[config.mk]
export PLATFORM = sky130hd
export DESIGN_NAME = spi_duplex_port
export DESIGN_NICKNAME = d
export VERILOG_FILES = /design/src/rtl/spi_duplex_port_pkg.sv /design/src/rtl/spi_duplex_port_ctrl.sv /design/src/rtl/spi_duplex_port_dp.sv /design/src/rtl/spi_duplex_port.sv
export SDC_FILE = /design/constraint.sdc
export NUM_CORES = 1
export LEC_CHECK = 0
export ABC_CLOCK_PERIOD_IN_PS = 2800
export CAP_MARGIN = 20
export CORE_MARGIN = 2
export CORE_UTILIZATION = 52
export DETAILED_ROUTE_END_ITERATION = 10
export DONT_BUFFER_PORTS = 1
export PLACE_DENSITY = 0.76
export SLEW_MARGIN = 5
export SYNTH_ARGS = -nofsm -noshare
export SYNTH_HDL_FRONTEND = slang
export SYNTH_SLANG_ARGS = --single-unit
[constraint.sdc]
create_clock -name clk -period 2.8 [get_ports clk]
set_input_delay 0.56 -clock clk [delete_from_list [all_inputs] [get_ports clk]]
set_output_delay 0.56 -clock clk [all_outputs]
set_load 0.01 [all_outputs]
[src/rtl/spi_duplex_port_pkg.sv]
package spi_duplex_port_pkg;
  // strobes from control to datapath, each valid for one system cycle
  typedef struct packed {
    logic load;     // accepted write: fill shift register
    logic sample;   // capture one incoming bit
    logic drive;    // present next outgoing bit
    logic done;     // last bit of the byte captured this cycle
    logic collide;  // write arrived while busy
    logic rdAck;    // host consumed the read buffer
  } ctl_t;
endpackage

[src/rtl/spi_duplex_port_ctrl.sv]
module spi_duplex_port_ctrl
  import spi_duplex_port_pkg::*;
#(
  parameter int BITS     = 8,
  parameter int DIV_W    = 8,
  parameter int MIN_HALF = 6
) (
  input  logic             clk,
  input  logic             rstN,
  input  logic             isMaster,
  input  logic             cpol,
  input  logic             cphaReq,
  input  logic [DIV_W-1:0] clkDiv,
  input  logic             wrEn,
  input  logic             rdEn,
  input  logic             sckIn,
  input  logic             selNIn,
  input  logic             pinAIn,
  input  logic             pinBIn,
  output ctl_t             ctl,
  output logic             bitIn,
  output logic             busy,
  output logic             sckOut,
  output logic             selNOut
);
  localparam int CNT_W  = $clog2(BITS);
  localparam int EDGES  = 2 * BITS;
  localparam int EDGE_W = $clog2(EDGES);

  // slave-side synchronisers
  logic [2:0] sckSy;
  logic [1:0] selSy, datSy;
  always_ff @(posedge clk or negedge rstN) begin
    if (!rstN) begin
      sckSy <= '0;
      selSy <= 2'b11;
      datSy <= '0;
    end else begin
      sckSy <= {sckSy[1:0], sckIn};
      selSy <= {selSy[0], selNIn};
      datSy <= {datSy[0], pinAIn};
    end
  end

  logic slvSel, slvEdge, slvLead, slvTrail;
  assign slvSel   = !selSy[1];
  assign slvEdge  = slvSel && (sckSy[2] != sckSy[1]);
  assign slvLead  = slvEdge && (sckSy[1] != cpol);
  assign slvTrail = slvEdge && (sckSy[1] == cpol);

  // master clock generator
  logic              running;
  logic [DIV_W-1:0]  halfCnt, halfLen;
  logic [EDGE_W-1:0] edgeCnt;
  logic              tick, mLead, mTrail, lastEdge;

  assign halfLen  = (clkDiv < DIV_W'(MIN_HALF)) ? DIV_W'(MIN_HALF) : clkDiv;
  assign tick     = running && (halfCnt == halfLen - 1'b1);
  assign mLead    = tick && !edgeCnt[0];
  assign mTrail   = tick && edgeCnt[0];
  assign lastEdge = tick && (edgeCnt == EDGE_W'(EDGES - 1));

  logic accept, cphaEff, lead, trail;
  assign busy    = isMaster ? running : slvSel;
  assign accept  = wrEn && !busy;
  assign cphaEff = isMaster ? 1'b0 : cphaReq;
  assign lead    = isMaster ? mLead  : slvLead;
  assign trail   = isMaster ? mTrail : slvTrail;

  always_ff @(posedge clk or negedge rstN) begin
    if (!rstN) begin
      running <= 1'b0;
      halfCnt <= '0;
      edgeCnt <= '0;
      sckOut  <= 1'b0;
      selNOut <= 1'b1;
    end else if (accept && isMaster) begin
      running <= 1'b1;
      halfCnt <= '0;
      edgeCnt <= '0;
      sckOut  <= cpol;
      selNOut <= 1'b0;
    end else if (running) begin
      if (tick) begin
        halfCnt <= '0;
        sckOut  <= ~sckOut;
        edgeCnt <= edgeCnt + 1'b1;
        if (lastEdge) begin
          running <= 1'b0;
          selNOut <= 1'b1;
        end
      end else begin
        halfCnt <= halfCnt + 1'b1;
      end
    end else begin
      sckOut  <= cpol;
      selNOut <= 1'b1;
    end
  end

  // bit counter shared by both roles
  logic [CNT_W-1:0] bitCnt;
  logic             sampleStb;
  assign sampleStb = cphaEff ? trail : lead;

  always_ff @(posedge clk or negedge rstN) begin
    if (!rstN) bitCnt <= '0;
    else if (accept || (!isMaster && !slvSel)) bitCnt <= '0;
    else if (sampleStb) begin
      if (bitCnt == CNT_W'(BITS - 1)) bitCnt <= '0;
      else bitCnt <= bitCnt + 1'b1;
    end
  end

  assign bitIn       = isMaster ? pinBIn : datSy[1];
  assign ctl.load    = accept;
  assign ctl.sample  = sampleStb;
  assign ctl.drive   = cphaEff ? lead : trail;
  assign ctl.done    = sampleStb && (bitCnt == CNT_W'(BITS - 1));
  assign ctl.collide = wrEn && busy;
  assign ctl.rdAck   = rdEn;
endmodule

[src/rtl/spi_duplex_port_dp.sv]
module spi_duplex_port_dp
  import spi_duplex_port_pkg::*;
#(
  parameter int BITS = 8
) (
  input  logic            clk,
  input  logic            rstN,
  input  ctl_t            ctl,
  input  logic [BITS-1:0] wrData,
  input  logic            bitIn,
  output logic            outBit,
  output logic [BITS-1:0] rdData,
  output logic            rxFull,
  output logic            overrun,
  output logic            wcol
);
  logic [BITS-1:0] shiftReg;
  logic            bufFree;
  assign bufFree = !rxFull || ctl.rdAck;

  always_ff @(posedge clk or negedge rstN) begin
    if (!rstN) begin
      shiftReg <= '0;
      outBit   <= 1'b0;
    end else if (ctl.load) begin
      shiftReg <= wrData;
      outBit   <= wrData[BITS-1];
    end else begin
      if (ctl.sample) shiftReg <= {shiftReg[BITS-2:0], bitIn};
      if (ctl.drive)  outBit   <= shiftReg[BITS-1];
    end
  end

  always_ff @(posedge clk or negedge rstN) begin
    if (!rstN) begin
      rdData  <= '0;
      rxFull  <= 1'b0;
      overrun <= 1'b0;
    end else begin
      if (ctl.rdAck) begin
        rxFull  <= 1'b0;
        overrun <= 1'b0;
      end
      if (ctl.done) begin
        if (bufFree) begin
          rdData <= {shiftReg[BITS-2:0], bitIn};
          rxFull <= 1'b1;
        end else begin
          overrun <= 1'b1;
        end
      end
    end
  end

  always_ff @(posedge clk or negedge rstN) begin
    if (!rstN)            wcol <= 1'b0;
    else if (ctl.collide) wcol <= 1'b1;
    else if (ctl.load)    wcol <= 1'b0;
  end
endmodule

[src/rtl/spi_duplex_port.sv]
module spi_duplex_port
  import spi_duplex_port_pkg::*;
#(
  parameter int BITS     = 8,
  parameter int DIV_W    = 8,
  parameter int MIN_HALF = 6
) (
  input  logic             clk,
  input  logic             rstN,
  input  logic             isMaster,
  input  logic             cpol,
  input  logic             cphaReq,
  input  logic [DIV_W-1:0] clkDiv,
  input  logic             wrEn,
  input  logic [BITS-1:0]  wrData,
  input  logic             rdEn,
  output logic [BITS-1:0]  rdData,
  output logic             rxFull,
  output logic             overrun,
  output logic             wcol,
  output logic             busy,
  input  logic             sckIn,
  output logic             sckOut,
  output logic             sckOe,
  input  logic             selNIn,
  output logic             selNOut,
  output logic             selOe,
  input  logic             pinAIn,
  output logic             pinAOut,
  output logic             pinAOe,
  input  logic             pinBIn,
  output logic             pinBOut,
  output logic             pinBOe
);
  ctl_t ctl;
  logic bitIn, outBit;

  spi_duplex_port_ctrl #(.BITS(BITS), .DIV_W(DIV_W), .MIN_HALF(MIN_HALF)) u_ctrl (
    .clk(clk), .rstN(rstN), .isMaster(isMaster), .cpol(cpol), .cphaReq(cphaReq),
    .clkDiv(clkDiv), .wrEn(wrEn), .rdEn(rdEn), .sckIn(sckIn), .selNIn(selNIn),
    .pinAIn(pinAIn), .pinBIn(pinBIn), .ctl(ctl), .bitIn(bitIn), .busy(busy),
    .sckOut(sckOut), .selNOut(selNOut)
  );

  spi_duplex_port_dp #(.BITS(BITS)) u_dp (
    .clk(clk), .rstN(rstN), .ctl(ctl), .wrData(wrData), .bitIn(bitIn),
    .outBit(outBit), .rdData(rdData), .rxFull(rxFull), .overrun(overrun), .wcol(wcol)
  );

  // pin roles swap with the mode
  assign pinAOut = outBit;
  assign pinBOut = outBit;
  assign pinAOe  = isMaster;
  assign pinBOe  = !isMaster && busy;
  assign sckOe   = isMaster;
  assign selOe   = isMaster;
endmodule

# After elaboration in Yosys (flattened, before gate mapping)
# Cells that the tools add are included.
# totals
in_bits	27
reg_bits	45
elab_cells	98
# op_classes
mux	40
n_reduce_logical	29
order_cmp	1
eq_ne	8
add_sub_neg	4
n_bitwise	1
# ops
operator	count
8-bit 2-to-1 mux	6
1-bit 2-to-1 mux	28
1-bit logical AND	13
4-bit 2-to-1 mux	3
2-bit nonzero test	6
3-bit 2-to-1 mux	3
8-bit by 1-bit adder with 8-bit output, second input constant	1
8-bit equality test	1
8-bit by 3-bit < comparator with 1-bit output, second input constant	1
8-bit by 1-bit subtractor with 8-bit output, second input constant	1
3-bit inequality test, second input constant	2
2-bit AND reduction	3
1-bit logical NOT	5
4-bit by 1-bit adder with 4-bit output, second input constant	1
4-bit equality test, second input constant	1
3-bit by 1-bit adder with 3-bit output, second input constant	1
3-bit equality test, second input constant	1
1-bit logical OR	2
1-bit inequality test	2
1-bit equality test	1
1-bit inverter	1

# Longest topological paths before layout
# Gate-level depths: netlist (run 1).
# logic_depth
word_depth	10
depth_mapped	14
mapped_depth_nobuf	11

# Hierarchy
# A second synthesis (run 1) with hierarchy kept.
# hier_totals
cells_unflattened	230
hier_area_um2	2426.1
# modules_own_cells
module	area_each_um2	cells_each	n_inst
spi_duplex_port_ctrl	1531.5	162	1
spi_duplex_port_dp	850.8	63	1
spi_duplex_port	43.8	5	1

# Worst setup path before layout (run 1)
# No wires, ideal clock.
# synth_timing
path_kind	input -> register
start	input port clkDiv[4]
end	register u_dp.rdData[0]
required_ps	2675
setup_slack_ps	-932
path_stages	12
arrival_time_ps	3607
cell_sequence	clkbuf_1 or4_1 o21ai_0 ha_1 xnor2_1 a311o_1 a2111oi_0 o2111a_1 a41o_1 buf_6 nand3_4 mux2_4
# synth_via
elab_chain_cells	10
# synth_rtl
element	line	text
start, declared	spi_duplex_port.sv:13	input logic [DIV_W-1:0] clkDiv,
8-bit by 3-bit < comparator with 1-bit output	spi_duplex_port_ctrl.sv:57	assign halfLen = (clkDiv < DIV_W'(MIN_HALF)) ? DIV_W'(MIN_HALF) : clkDiv;
8-bit 2-to-1 mux *	spi_duplex_port_ctrl.sv:57	
8-bit by 1-bit subtractor with 8-bit output *	spi_duplex_port_ctrl.sv:58	assign tick = running && (halfCnt == halfLen - 1'b1);
8-bit equality test *	spi_duplex_port_ctrl.sv:58	
1-bit logical AND *	spi_duplex_port_ctrl.sv:58	
1-bit logical AND, on equally long branches	spi_duplex_port_ctrl.sv:59, spi_duplex_port_ctrl.sv:60	
1-bit 2-to-1 mux, on equally long branches	spi_duplex_port_ctrl.sv:67, spi_duplex_port_ctrl.sv:68	
1-bit 2-to-1 mux *	spi_duplex_port_ctrl.sv:104	assign sampleStb = cphaEff ? trail : lead;
1-bit logical AND *	spi_duplex_port_ctrl.sv:119	assign ctl.done = sampleStb && (bitCnt == CNT_W'(BITS - 1));
2-bit AND reduction (no line) *	n/a	
end signal, assigned	spi_duplex_port_dp.sv:46	rdData <= {shiftReg[BITS-2:0], bitIn};
end, declared	spi_duplex_port_dp.sv:12	output logic [BITS-1:0] rdData,
# Every way passes the cells marked *; elsewhere a longest branch is shown, timed or not.
# A chain may end at the register's enable or synchronous reset.

# Worst setup path in the final report (run 1)
# layout_timing
start	input port clkDiv[7]
end	register u_dp.rdData[5]
# Same word-level chain as after synthesis.

==> metrics.cfg, run 1 <==
[drt]
wl_per_cell_um=18.1
via_per_inst=6.13
ant_nets=0
drtPass1Iterations=6
drc_errors=0
drt_iter0_drc=128
routed_wl_um=5580
num_vias=1887

[critical_path]
cp_slowest_stage_delay_ns=0.54
cp.arrival_ns=3.19
end_kind=flop
rr_worst_depth=7
criticalPathCategory=in2reg
reg2reg_slack_ns=0.48
crit_required_ns=3.00
cp_max_fo=8
slowest_stage=or4_4
crit_path_start_kind=input port
path_cells=or4_4 > nor2_4 > nor2_2 > ha_1 > xnor2_1 > a311o_1 > a2111oi_2 > o2111a_2 > a41o_4 > nand3_4 > mux2_4

[floorplanning]
die_x_um=72.4
boundaryPins=47
die_area_um2=5250
initial_core_util=0.548
die_y_um=72.4
num_rows=24
core_area_um2=4440

[finish]
fillers=374
nets=287
antenna_cells=0
ff_latch_area_um2=1130
multi_input_area_um2=1290
syn_to_final_growth_pct=16.9
layout-drive-gt1-share=0.246

[logic_synthesis]
async_reset_ff_frac=1.00
mappedNetlistArea_um2=2440
ys.warnings.count=0
syn_inst=243
yosys_most_used_dff=dfrtp_1
synth_fp_nets=275
ys_types=52
ys_ff_latch=45
syn_avg_cell_area_um2=10.0
synth-seq-area-share=0.464
synth-edff-count=0

[run_status]
violations=setup timing
status=complete, but fails checks

[sta]
setup_slack_ns=-0.188
worst_pin_slew_ns=0.646
whs_ns=0.0826
setup_viol=29
rsz0062_at_grt=true
max_freq_mhz=335
finalCritPeriodShare=1.07
period_minus_slack_ns=2.99
slew_headroom=0.568
hold_viol=0
slew_viol_final=0
clock_skew_ns=0.0106

[pwr]
switching_share=0.299
ir_drop_mv=0.509
internal_power_w=0.00132
p_total_w=0.00189
p_comb_frac=0.228
p_leak_nw=1.27
p_sw_w=0.000565
pwr-share-seq=0.459
p_per_area_nw_per_um2=663
p_clk_frac=0.313

[grt]
grt_pass1_vias=1814
grt_first_pass_wirelength_um=8580
grt_max_degree=43
grt_usage=0.213
antenna_found_initial=0
grt_overflow=0

[flow_run]
cap_violations=0

[clocking]
cts_buffer_depth=2
htreeDepth=2
cts-buffers-inserted=5
path_clk_slew_ns=0.09
cts_sinks=45
clock_latency_ns=0.31
cts_root_buffer=clkbuf_8
cts_tree=built

[worst_hold_path]
hold_class=in2async

[placement]
gp_congestion=0.815
hpwl_um=3810
io_buffers=0

==> final timing paths <==
| kind | from | endpoint |
|---|---|---|
| max in group asynchronous | rstN | u_dp.shiftReg[0]$_DFFE_PN0P_ |
| hold / removal | rstN | u_dp.rdData[6]$_DFFE_PN0P_ |
| hold reg to reg | u_ctrl.selSy[0]$_DFF_PN1_ | u_ctrl.selSy[1]$_DFF_PN1_ |
| setup reg to reg | u_ctrl.halfCnt[6]$_DFFE_PN0N_ | u_dp.rdData[5]$_DFFE_PN0P_ |
| setup / recovery | clkDiv[7] | u_dp.rdData[5]$_DFFE_PN0P_ |
| min in group clk | selNIn | u_ctrl.selSy[0]$_DFF_PN1_ |
==> Yosys cell counts, types with 6 or more instances <==
master	count	area share
a21oi_1	11	0.023
clkbuf_1	6	0.0092
dfrtp_1	42	0.43
inv_1	9	0.014
mux2_4	8	0.049
mux2i_1	11	0.045
nand2_1	22	0.034
nand3_1	12	0.025
nor2_1	25	0.039
nor2b_1	6	0.015
o21ai_0	11	0.023
xnor2_1	7	0.025
==> critical path, delay by kind of cell <==
family | cells | cell delay [ns]
xor gates and xnor gates | 1 | 0.12
muxes | 1 | 0.35
adders and majority gates | 1 | 0.27
AOI/OAI and AO/OA | 4 | 1.00
and+or+nand+nor | 4 | 0.87
==> power groups by stage <==
stage / logic, W / registers, W / clock network (W)
2_1_floorplan: 0.000319 / 0.000834 / 0
5_1_grt: 0.000480 / 0.000877 / 0.000626
3_3_place_gp: 0.000365 / 0.000869 / 0
6_report: 0.000431 / 0.000867 / 0.000592
3_5_place_dp: 0.000376 / 0.000874 / 0
4_1_cts: 0.000397 / 0.000861 / 0.000597
==> sequential cells by signal, summed over array words and instances, names as in the netlist, 2 cells and up <==
register,flops
u_ctrl.bitCnt,3
u_dp.shiftReg,8
u_dp.rdData,8
u_ctrl.selSy,2
u_ctrl.datSy,2
u_ctrl.halfCnt,8
u_ctrl.sckSy,3
u_ctrl.edgeCnt,4
==> layout by cell type (no fill, tap or decap), drive strengths merged, types with 2 or more instances in the layout <==
| cell type | n |
|---|---|
| or4 | 6 |
| buf | 19 |
| bufinv | 2 |
| o22ai | 3 |
| xnor2 | 7 |
| and3 | 3 |
| dfrtp | 42 |
| clkbuf | 5 |
| o21ai | 11 |
| nand2 | 23 |
| a22o | 2 |
| mux2 | 9 |
| a31o | 2 |
| nor3 | 5 |
| nor4 | 2 |
| xor2 | 3 |
| inv | 10 |
| ha | 5 |
| nand3 | 13 |
| or2 | 2 |
| nor2 | 25 |
| a211oi | 2 |
| dfstp | 3 |
| a31oi | 4 |
| mux2i | 11 |
| nor2b | 6 |
| a21oi | 11 |
==> per-layer routing <==
metal / global-route usage / vias up / wire, um
met5: 0 / - / 0
met4: 0.0700 / 0 / 68
met3: 0.0514 / 9 / 354
met2: 0.322 / 64 / 2710
met1: 0.303 / 929 / 2450
li1: - / 885 / -
==> layout make-up <==
type                       instances  area share
clock buffer                       5      0.0242
sequential                        45       0.397
clock inverter                     3      0.0242
inverter                           9      0.0119
timing repair buffer              19      0.0668
multi-input combinational        175       0.454
tap                               52      0.0228
==> what timing repair did <==
action / in CTS / in global routing
gates resized for setup: 7 / 21
hold endpoints to repair: 42 / 0
buffers inserted: 1 / 0
endpoints found under the setup margin: 34 / 37
hold buffers: 1 / 0
pin swaps: 7 / 12
cloned: 0 / 1
==> kinds of logic (layout without fill, tap and decap cells) <==
kind of cell    Yosys count  count (layout)  share of synthesized area
flops                    45              45                      0.464
simple gates             91              91                      0.189
buf+inv                  23              36                     0.0514
mux                      20              20                     0.0991
xor+xnor                 10              10                     0.0360
fa+ha+maj                 5               5                     0.0257
compound gates           49              49                      0.135
==> metrics by stage <==
step	setup WS [ns]	instances	setup TNS (ns)	util	cell area, um2
floorplan	-0.645	243	-15.09	-	2490
global placement	-0.513	297	-15.25	0.575	2560
detailed placement	-0.555	297	-17.11	0.575	2560
CTS	-0.194	307	-3.64	0.618	2750
global route	-0.328	308	-8.71	0.641	2850
finish	-0.188	308	-3.35	0.641	2850
(Power assumes the default switching activity.)
==> inputs of run 2 (changes only) <==
--- a/config.mk
+++ b/config.mk
@@ -7,11 +7,13 @@
 export LEC_CHECK = 0
 export ABC_CLOCK_PERIOD_IN_PS = 2800
 export CAP_MARGIN = 20
+export CELL_PAD_IN_SITES_DETAIL_PLACEMENT = 0
+export CELL_PAD_IN_SITES_GLOBAL_PLACEMENT = 1
 export CORE_MARGIN = 2
-export CORE_UTILIZATION = 52
+export CORE_UTILIZATION = 48
 export DETAILED_ROUTE_END_ITERATION = 10
 export DONT_BUFFER_PORTS = 1
-export PLACE_DENSITY = 0.76
+export PLACE_DENSITY = 0.87
 export SLEW_MARGIN = 5
 export SYNTH_ARGS = -nofsm -noshare
 export SYNTH_HDL_FRONTEND = slang
==> run 2 against run 1 <==
Effect of this change:
- global-route usage decreased by 2.0 points
- the run still ends with setup timing left
- non-clock buffer count increased by 3
- largest cell class unchanged
- worst hold slack improved by 0.010 ns
- cell count increased by 5.8%
==> metrics.cfg, run 2 (synthesized netlist as in run 1, its figures left out) <==
[run_status]
status=complete, but fails checks
violations=setup timing

[pwr]
switching_share=0.325  ; +0.0256
p_leak_nw=1.24  ; -2.2%
internal_power_w=0.00113  ; -15%
p_total_w=0.00167  ; -12%
p_per_area_nw_per_um2=597  ; -10%
p_clk_frac=0.242  ; -0.071
ir_drop_mv=0.480  ; -5.7%
p_comb_frac=0.243  ; +0.015
p_sw_w=0.000543  ; -4.0%
pwr-share-seq=0.515  ; +0.056

[grt]
grt_pass1_vias=1681  ; -7.3%
grt_max_degree=43  ; unchanged
antenna_found_initial=0  ; unchanged
grt_first_pass_wirelength_um=8200  ; -4.4%
grt_overflow=0  ; unchanged
grt_usage=0.193  ; -0.0201

[finish]
post-route-util=0.581  ; -0.0597
mostFrequentLayoutCell=dfrtp_1
reg_top3=u_ctrl.halfCnt: 8 flops, u_dp.rdData: 8 flops, u_dp.shiftReg: 8 flops
final_cell_mix=42 x dfrtp_1, 23 x nor2_1, 18 x nand2_1, 16 x buf_4, 12 x nand3_1
layout-drive-gt1-share=0.259  ; +0.0126
nets=290  ; +1.0%
syn_to_final_growth_pct=14.9
finalInstanceArea_um2=2800  ; -1.7%
antenna_cells=0  ; unchanged

[floorplanning]
initial_core_util=0.506  ; -0.0424
core_area_um2=4820  ; +8.4%
die_y_um=75.2  ; +3.9%
die_area_um2=5660  ; +7.9%
num_rows=25  ; +4.2%
boundaryPins=47  ; unchanged
die_x_um=75.2  ; +3.9%

[clocking]
cts_sinks=45  ; unchanged
cts_buffer_depth=2  ; unchanged
cts_tree=built
clock_latency_ns=0.30  ; about the same
cts_root_buffer=clkbuf_8
cts-buffers-inserted=5  ; unchanged
path_clk_slew_ns=0.09  ; about the same
htreeDepth=2  ; unchanged

[critical_path]
crit_start=clkDiv[7]
cp.arrival_ns=3.32  ; +0.13 ns
worstReg2RegEnd=u_ctrl.edgeCnt[3]$_DFFE_PN0P_
r2r-start=u_ctrl.halfCnt[6]$_DFFE_PN0N_
end_kind=flop
rr_worst_depth=8  ; +1
reg2reg_slack_ns=0.46  ; -0.02 ns
crit_required_ns=3.03  ; +0.03 ns
crit_path_start_kind=input port
cp_max_fo=6  ; -2
criticalPathCategory=in2reg

[drt]
drt_iter0_drc=82  ; -36%
num_vias=1847  ; -2.1%
wl_per_cell_um=16.0  ; -12%
routed_wl_um=5220  ; -6.6%
ant_nets=0  ; unchanged
drtPass1Iterations=4  ; -2
via_per_inst=5.67  ; -7.5%
drc_errors=0  ; unchanged

[sta]
finalCritPeriodShare=1.10  ; +0.0362
setup_slack_ns=-0.289  ; -0.101 ns
slew_viol_final=0  ; unchanged
period_minus_slack_ns=3.09  ; +0.101 ns
slew_headroom=0.623  ; +0.0551
hold_viol=0  ; unchanged
clock_skew_ns=0.0116  ; +0.00105 ns
tns_ns=-6.69  ; -3.34 ns
max_freq_mhz=324  ; -3.3%
worst_pin_slew_ns=0.564  ; -0.0824 ns
setup_viol=37  ; +28%
rsz0062_at_grt=true

[placement]
io_buffers=0  ; unchanged
hpwl_um=3610  ; -5.4%
gp_congestion=0.821  ; +0.70%
dpl_cell_area_um2=2550  ; -0.15%

[worst_hold_path]
hold_class=in2async

[flow_run]
cap_violations=0  ; unchanged

[run 2: cell type report]
type                       instances  area [um2]
fill                             426        2020
multi-input combinational        175        1260
sequential                        45        1130
timing repair buffer              22         200
tap                               67        83.8
clock buffer                       5        68.8
inverter                           9        33.8
clock inverter                     3        21.3
[run 2: power groups by stage]
| stage | registers [W] | clock network, W | logic, W |
|---|---|---|---|
| 2_1_floorplan | 0.000834 | 0 | 0.000319 |
| 3_3_place_gp | 0.000870 | 0 | 0.000356 |
| 3_5_place_dp | 0.000872 | 0 | 0.000361 |
| 4_1_cts | 0.000860 | 0.000419 | 0.000396 |
| 5_1_grt | 0.000877 | 0.000439 | 0.000452 |
| 6_report | 0.000861 | 0.000404 | 0.000406 |
[run 2: worst max path at each step]
stage | end
after floorplan | u_dp.rdData[0]$_DFFE_PN0P_
after global placement | u_dp.shiftReg[4]$_DFFE_PN0P_
after detailed placement | u_dp.shiftReg[4]$_DFFE_PN0P_
after CTS | u_dp.rdData[6]$_DFFE_PN0P_
after global routing | u_ctrl.edgeCnt[3]$_DFFE_PN0P_
final | u_ctrl.edgeCnt[3]$_DFFE_PN0P_
[run 2: repair_timing]
action | in CTS | in global routing
setup buffers | 4 | 3
gates cloned | 1 | 0
pin swaps | 8 | 2
gates resized for setup | 12 | 11
hold buffers | 1 | 0
endpoints found under the hold margin | 42 | 0
setup endpoints to repair | 33 | 37
[run 2: per-stage QoR]
stage	setup slack (ns)	std cells	hold slack [ns]
global route	-0.380	326	0.0752
finish	-0.289	326	0.0926
detailed placement	-0.656	309	0.266
floorplan	-0.645	243	0.264
global placement	-0.560	309	0.267
CTS	-0.240	323	0.0805
[run 2: worst max-delay path, stage by stage]
cell and delay (ns):
or4_4 0.55, nor2_4 0.14, nor2_2 0.04, ha_1 0.29, xnor2_1 0.13, a311o_1 0.29
a2111oi_2 0.23, o2111a_2 0.29, buf_4 0.12, nand2_2 0.07, or4_4 0.49, a21oi_2 0.13
[run 2: metal layers]
| metal | routed length (um) | track usage |
|---|---|---|
| met1 | 2460 | 0.271 |
| met2 | 2430 | 0.296 |
| met3 | 276 | 0.0482 |
| met4 | 50 | 0.0585 |
| met5 | 0 | 0 |
==> inputs of run 3 (changes only) <==
--- a/config.mk
+++ b/config.mk
@@ -9,6 +9,7 @@
 export CAP_MARGIN = 20
 export CELL_PAD_IN_SITES_DETAIL_PLACEMENT = 0
 export CELL_PAD_IN_SITES_GLOBAL_PLACEMENT = 1
+export CORE_ASPECT_RATIO = 0.75
 export CORE_MARGIN = 2
 export CORE_UTILIZATION = 48
 export DETAILED_ROUTE_END_ITERATION = 10
==> run 3 against run 2 <==
Effect of this change:
- the flow still finishes with violations (setup timing)
- non-clock buffer count unchanged
- clock power grew 5%
- via count rose by 1.4%
- highest routed layer unchanged
- utilization barely moved
- flip-flop and latch count unchanged
- sequential share of layout area down 0.66 points
- combinational power up 6.4%
- setup slack improved by 0.13 ns
- critical path depth shrank 1
- cell count fell by 2.1%
- largest power group unchanged
- largest cell class unchanged
- die area up 0.10%
- critical endpoint is now u_dp.rdData[7]$_DFFE_PN0P_
- worst hold slack better by 0.00070 ns
==> metrics.cfg, run 3 (synthesized netlist as in run 1, its figures left out) <==
[critical_path]
cp_max_fo=8  ; +2
criticalPathCategory=in2reg
end_kind=flop
reg2reg_slack_ns=0.46  ; about the same
crit_required_ns=2.98  ; -0.05 ns
crit_path_start_kind=input port
r2r-start=u_ctrl.halfCnt[5]$_DFFE_PN0N_
cp.arrival_ns=3.14  ; -0.18 ns
rr_worst_depth=8  ; unchanged
worstReg2RegEnd=u_dp.overrun$_DFF_PN0_

[sta]
tns_ns=-2.78  ; +3.91 ns
clock_skew_ns=0.00557  ; -0.00607 ns
rsz0062_at_grt=true
finalCritPeriodShare=1.06  ; -0.0467
setup_viol=30  ; -19%
slew_headroom=0.657  ; +0.0340
period_minus_slack_ns=2.96  ; -0.131 ns
setup_slack_ns=-0.159  ; +0.131 ns
slew_viol_final=0  ; unchanged
worst_pin_slew_ns=0.513  ; -0.0509 ns
max_freq_mhz=338  ; +4.4%
hold_viol=0  ; unchanged

[clocking]
cts-buffers-inserted=5  ; unchanged
cts_root_buffer=clkbuf_8
path_clk_slew_ns=0.09  ; about the same
cts_sinks=45  ; unchanged
cts_tree=built
clock_latency_ns=0.30  ; about the same
htreeDepth=2  ; unchanged
cts_buffer_depth=2  ; unchanged

[grt]
grt_pass1_vias=1806  ; +7.4%
antenna_found_initial=0  ; unchanged
grt_usage=0.206  ; +0.0133
grt_overflow=0  ; unchanged
grt_max_degree=43  ; unchanged
grt_first_pass_wirelength_um=9010  ; +9.8%

[placement]
dpl_cell_area_um2=2590  ; +1.3%
dp_cells=306  ; -0.97%
gp_congestion=0.788  ; -3.9%
io_buffers=0  ; unchanged
hpwl_um=3750  ; +4.0%

[finish]
multi_input_area_um2=1310  ; +3.5%
reg_top3=u_ctrl.halfCnt: 8 flops, u_dp.rdData: 8 flops, u_dp.shiftReg: 8 flops
final_cell_count_no_fill=319  ; -2.1%
nets=290  ; unchanged
syn_to_final_growth_pct=16.8
post-route-util=0.581  ; about the same
mostFrequentLayoutCell=dfrtp_1
fillers=432  ; +1.4%
finalInstanceArea_um2=2850  ; +1.7%
antenna_cells=0  ; unchanged
final_cell_mix=42 x dfrtp_1, 24 x nor2_1, 21 x nand2_1, 15 x buf_4, 11 x a21oi_1
layout-drive-gt1-share=0.251  ; -0.00772
ff_latch_area_um2=1130  ; unchanged

[floorplanning]
boundaryPins=47  ; unchanged
die_x_um=86.3  ; +15%
core_area_um2=4900  ; +1.7%
num_rows=22  ; -12%
initial_core_util=0.497  ; -0.00852
die_area_um2=5670  ; +0.10%
die_y_um=65.7  ; -13%

[drt]
drt_iter0_drc=112  ; +37%
num_vias=1873  ; +1.4%
drc_errors=0  ; unchanged
drtPass1Iterations=4  ; unchanged
routed_wl_um=5490  ; +5.3%
ant_nets=0  ; unchanged
via_per_inst=5.87  ; +3.6%
wl_per_cell_um=17.2  ; +7.6%

[run_status]
status=complete, but fails checks
violations=setup timing

[pwr]
internal_power_w=0.00116  ; +3.2%
p_leak_nw=1.25  ; +0.18%
switching_share=0.324  ; -0.000499
p_clk_frac=0.245  ; +0.003
p_per_area_nw_per_um2=605  ; +1.5%
pwr-share-seq=0.504  ; -0.011
ir_drop_mv=0.408  ; -15%
p_comb_frac=0.251  ; +0.008
p_sw_w=0.000559  ; +3.0%

[flow_run]
cap_violations=0  ; unchanged

[worst_hold_path]
hold_class=in2async

-- run 3: cell types whose count changed in the layout (fill, tap and decap cells not counted), moves of 2 or more --
cell	previous run	this run
nand2_1	18	21
nand2_2	4	1
nand3_1	12	10
o21ai_0	2	4
o21ai_2	3	1
-- run 3: layer usage --
| layer | vias up | wire, um | part of all wire | track usage |
|---|---|---|---|---|
| li1 | 892 | - | - | - |
| met3 | 4 | 216 | 0.039 | 0.0427 |
| met1 | 941 | 2810 | 0.51 | 0.304 |
| met2 | 36 | 2420 | 0.44 | 0.307 |
| met5 | - | 0 | 0 | 0 |
| met4 | 0 | 44 | 0.0080 | 0.0566 |
-- run 3: area by class of cell --
cell class                 instances  share of cell area
multi-input combinational        175               0.459
timing repair buffer              22              0.0721
inverter                           9              0.0119
sequential                        45               0.397
clock inverter                     2             0.00484
clock buffer                       6              0.0290
tap                               60              0.0264
-- run 3: metrics by stage --
stage               hold slack [ns]  power (W)  setup slack, ns
CTS                          0.0845    0.00169           -0.178
global route                 0.0722    0.00184           -0.250
global placement              0.265    0.00124           -0.506
floorplan                     0.264    0.00115           -0.645
finish                       0.0933    0.00172           -0.159
detailed placement            0.265    0.00125           -0.547
-- run 3: worst max path at each step --
stage / slack, ns / depth (start not counted) / start / endpoint
after global placement: -0.51 / 12 / clkDiv[7] / u_dp.shiftReg[3]$_DFFE_PN0P_
final: -0.16 / 11 / clkDiv[7] / u_dp.rdData[7]$_DFFE_PN0P_
after global routing: -0.25 / 11 / clkDiv[7] / u_dp.rdData[0]$_DFFE_PN0P_
after CTS: -0.18 / 11 / clkDiv[7] / u_dp.rdData[0]$_DFFE_PN0P_
after detailed placement: -0.55 / 12 / clkDiv[7] / u_dp.shiftReg[5]$_DFFE_PN0P_
after floorplan: -0.65 / 13 / clkDiv[4] / u_dp.rdData[0]$_DFFE_PN0P_
-- run 3: worst max-delay path, cell delays in order --
cell      delay, ns
or4_4          0.56
o21ai_4        0.18
ha_4           0.17
nor3b_4        0.22
buf_4          0.16
nand3_2        0.08
a32oi_2        0.22
o2111a_2       0.24
a41o_4         0.23
nand3_4        0.18
mux2_4         0.35
-- run 3: power by group through the flow --
stage | logic [W] | clock network, W | registers [W]
after CTS | 0.000397 | 0.000434 | 0.000863
after detailed placement | 0.000372 | 0 | 0.000876
final | 0.000432 | 0.000423 | 0.000868
after floorplan | 0.000319 | 0 | 0.000834
after global placement | 0.000364 | 0 | 0.000873
after global routing | 0.000488 | 0.000467 | 0.000884
-- run 3: what timing repair did --
action | CTS | global route
gates resized for setup | 8 | 13
pin swaps | 9 | 6
endpoints found under the setup margin | 34 | 37
endpoints found under the hold margin | 42 | 0
hold buffers | 1 | 0
gates cloned | 1 | 0
setup buffers | 1 | 2
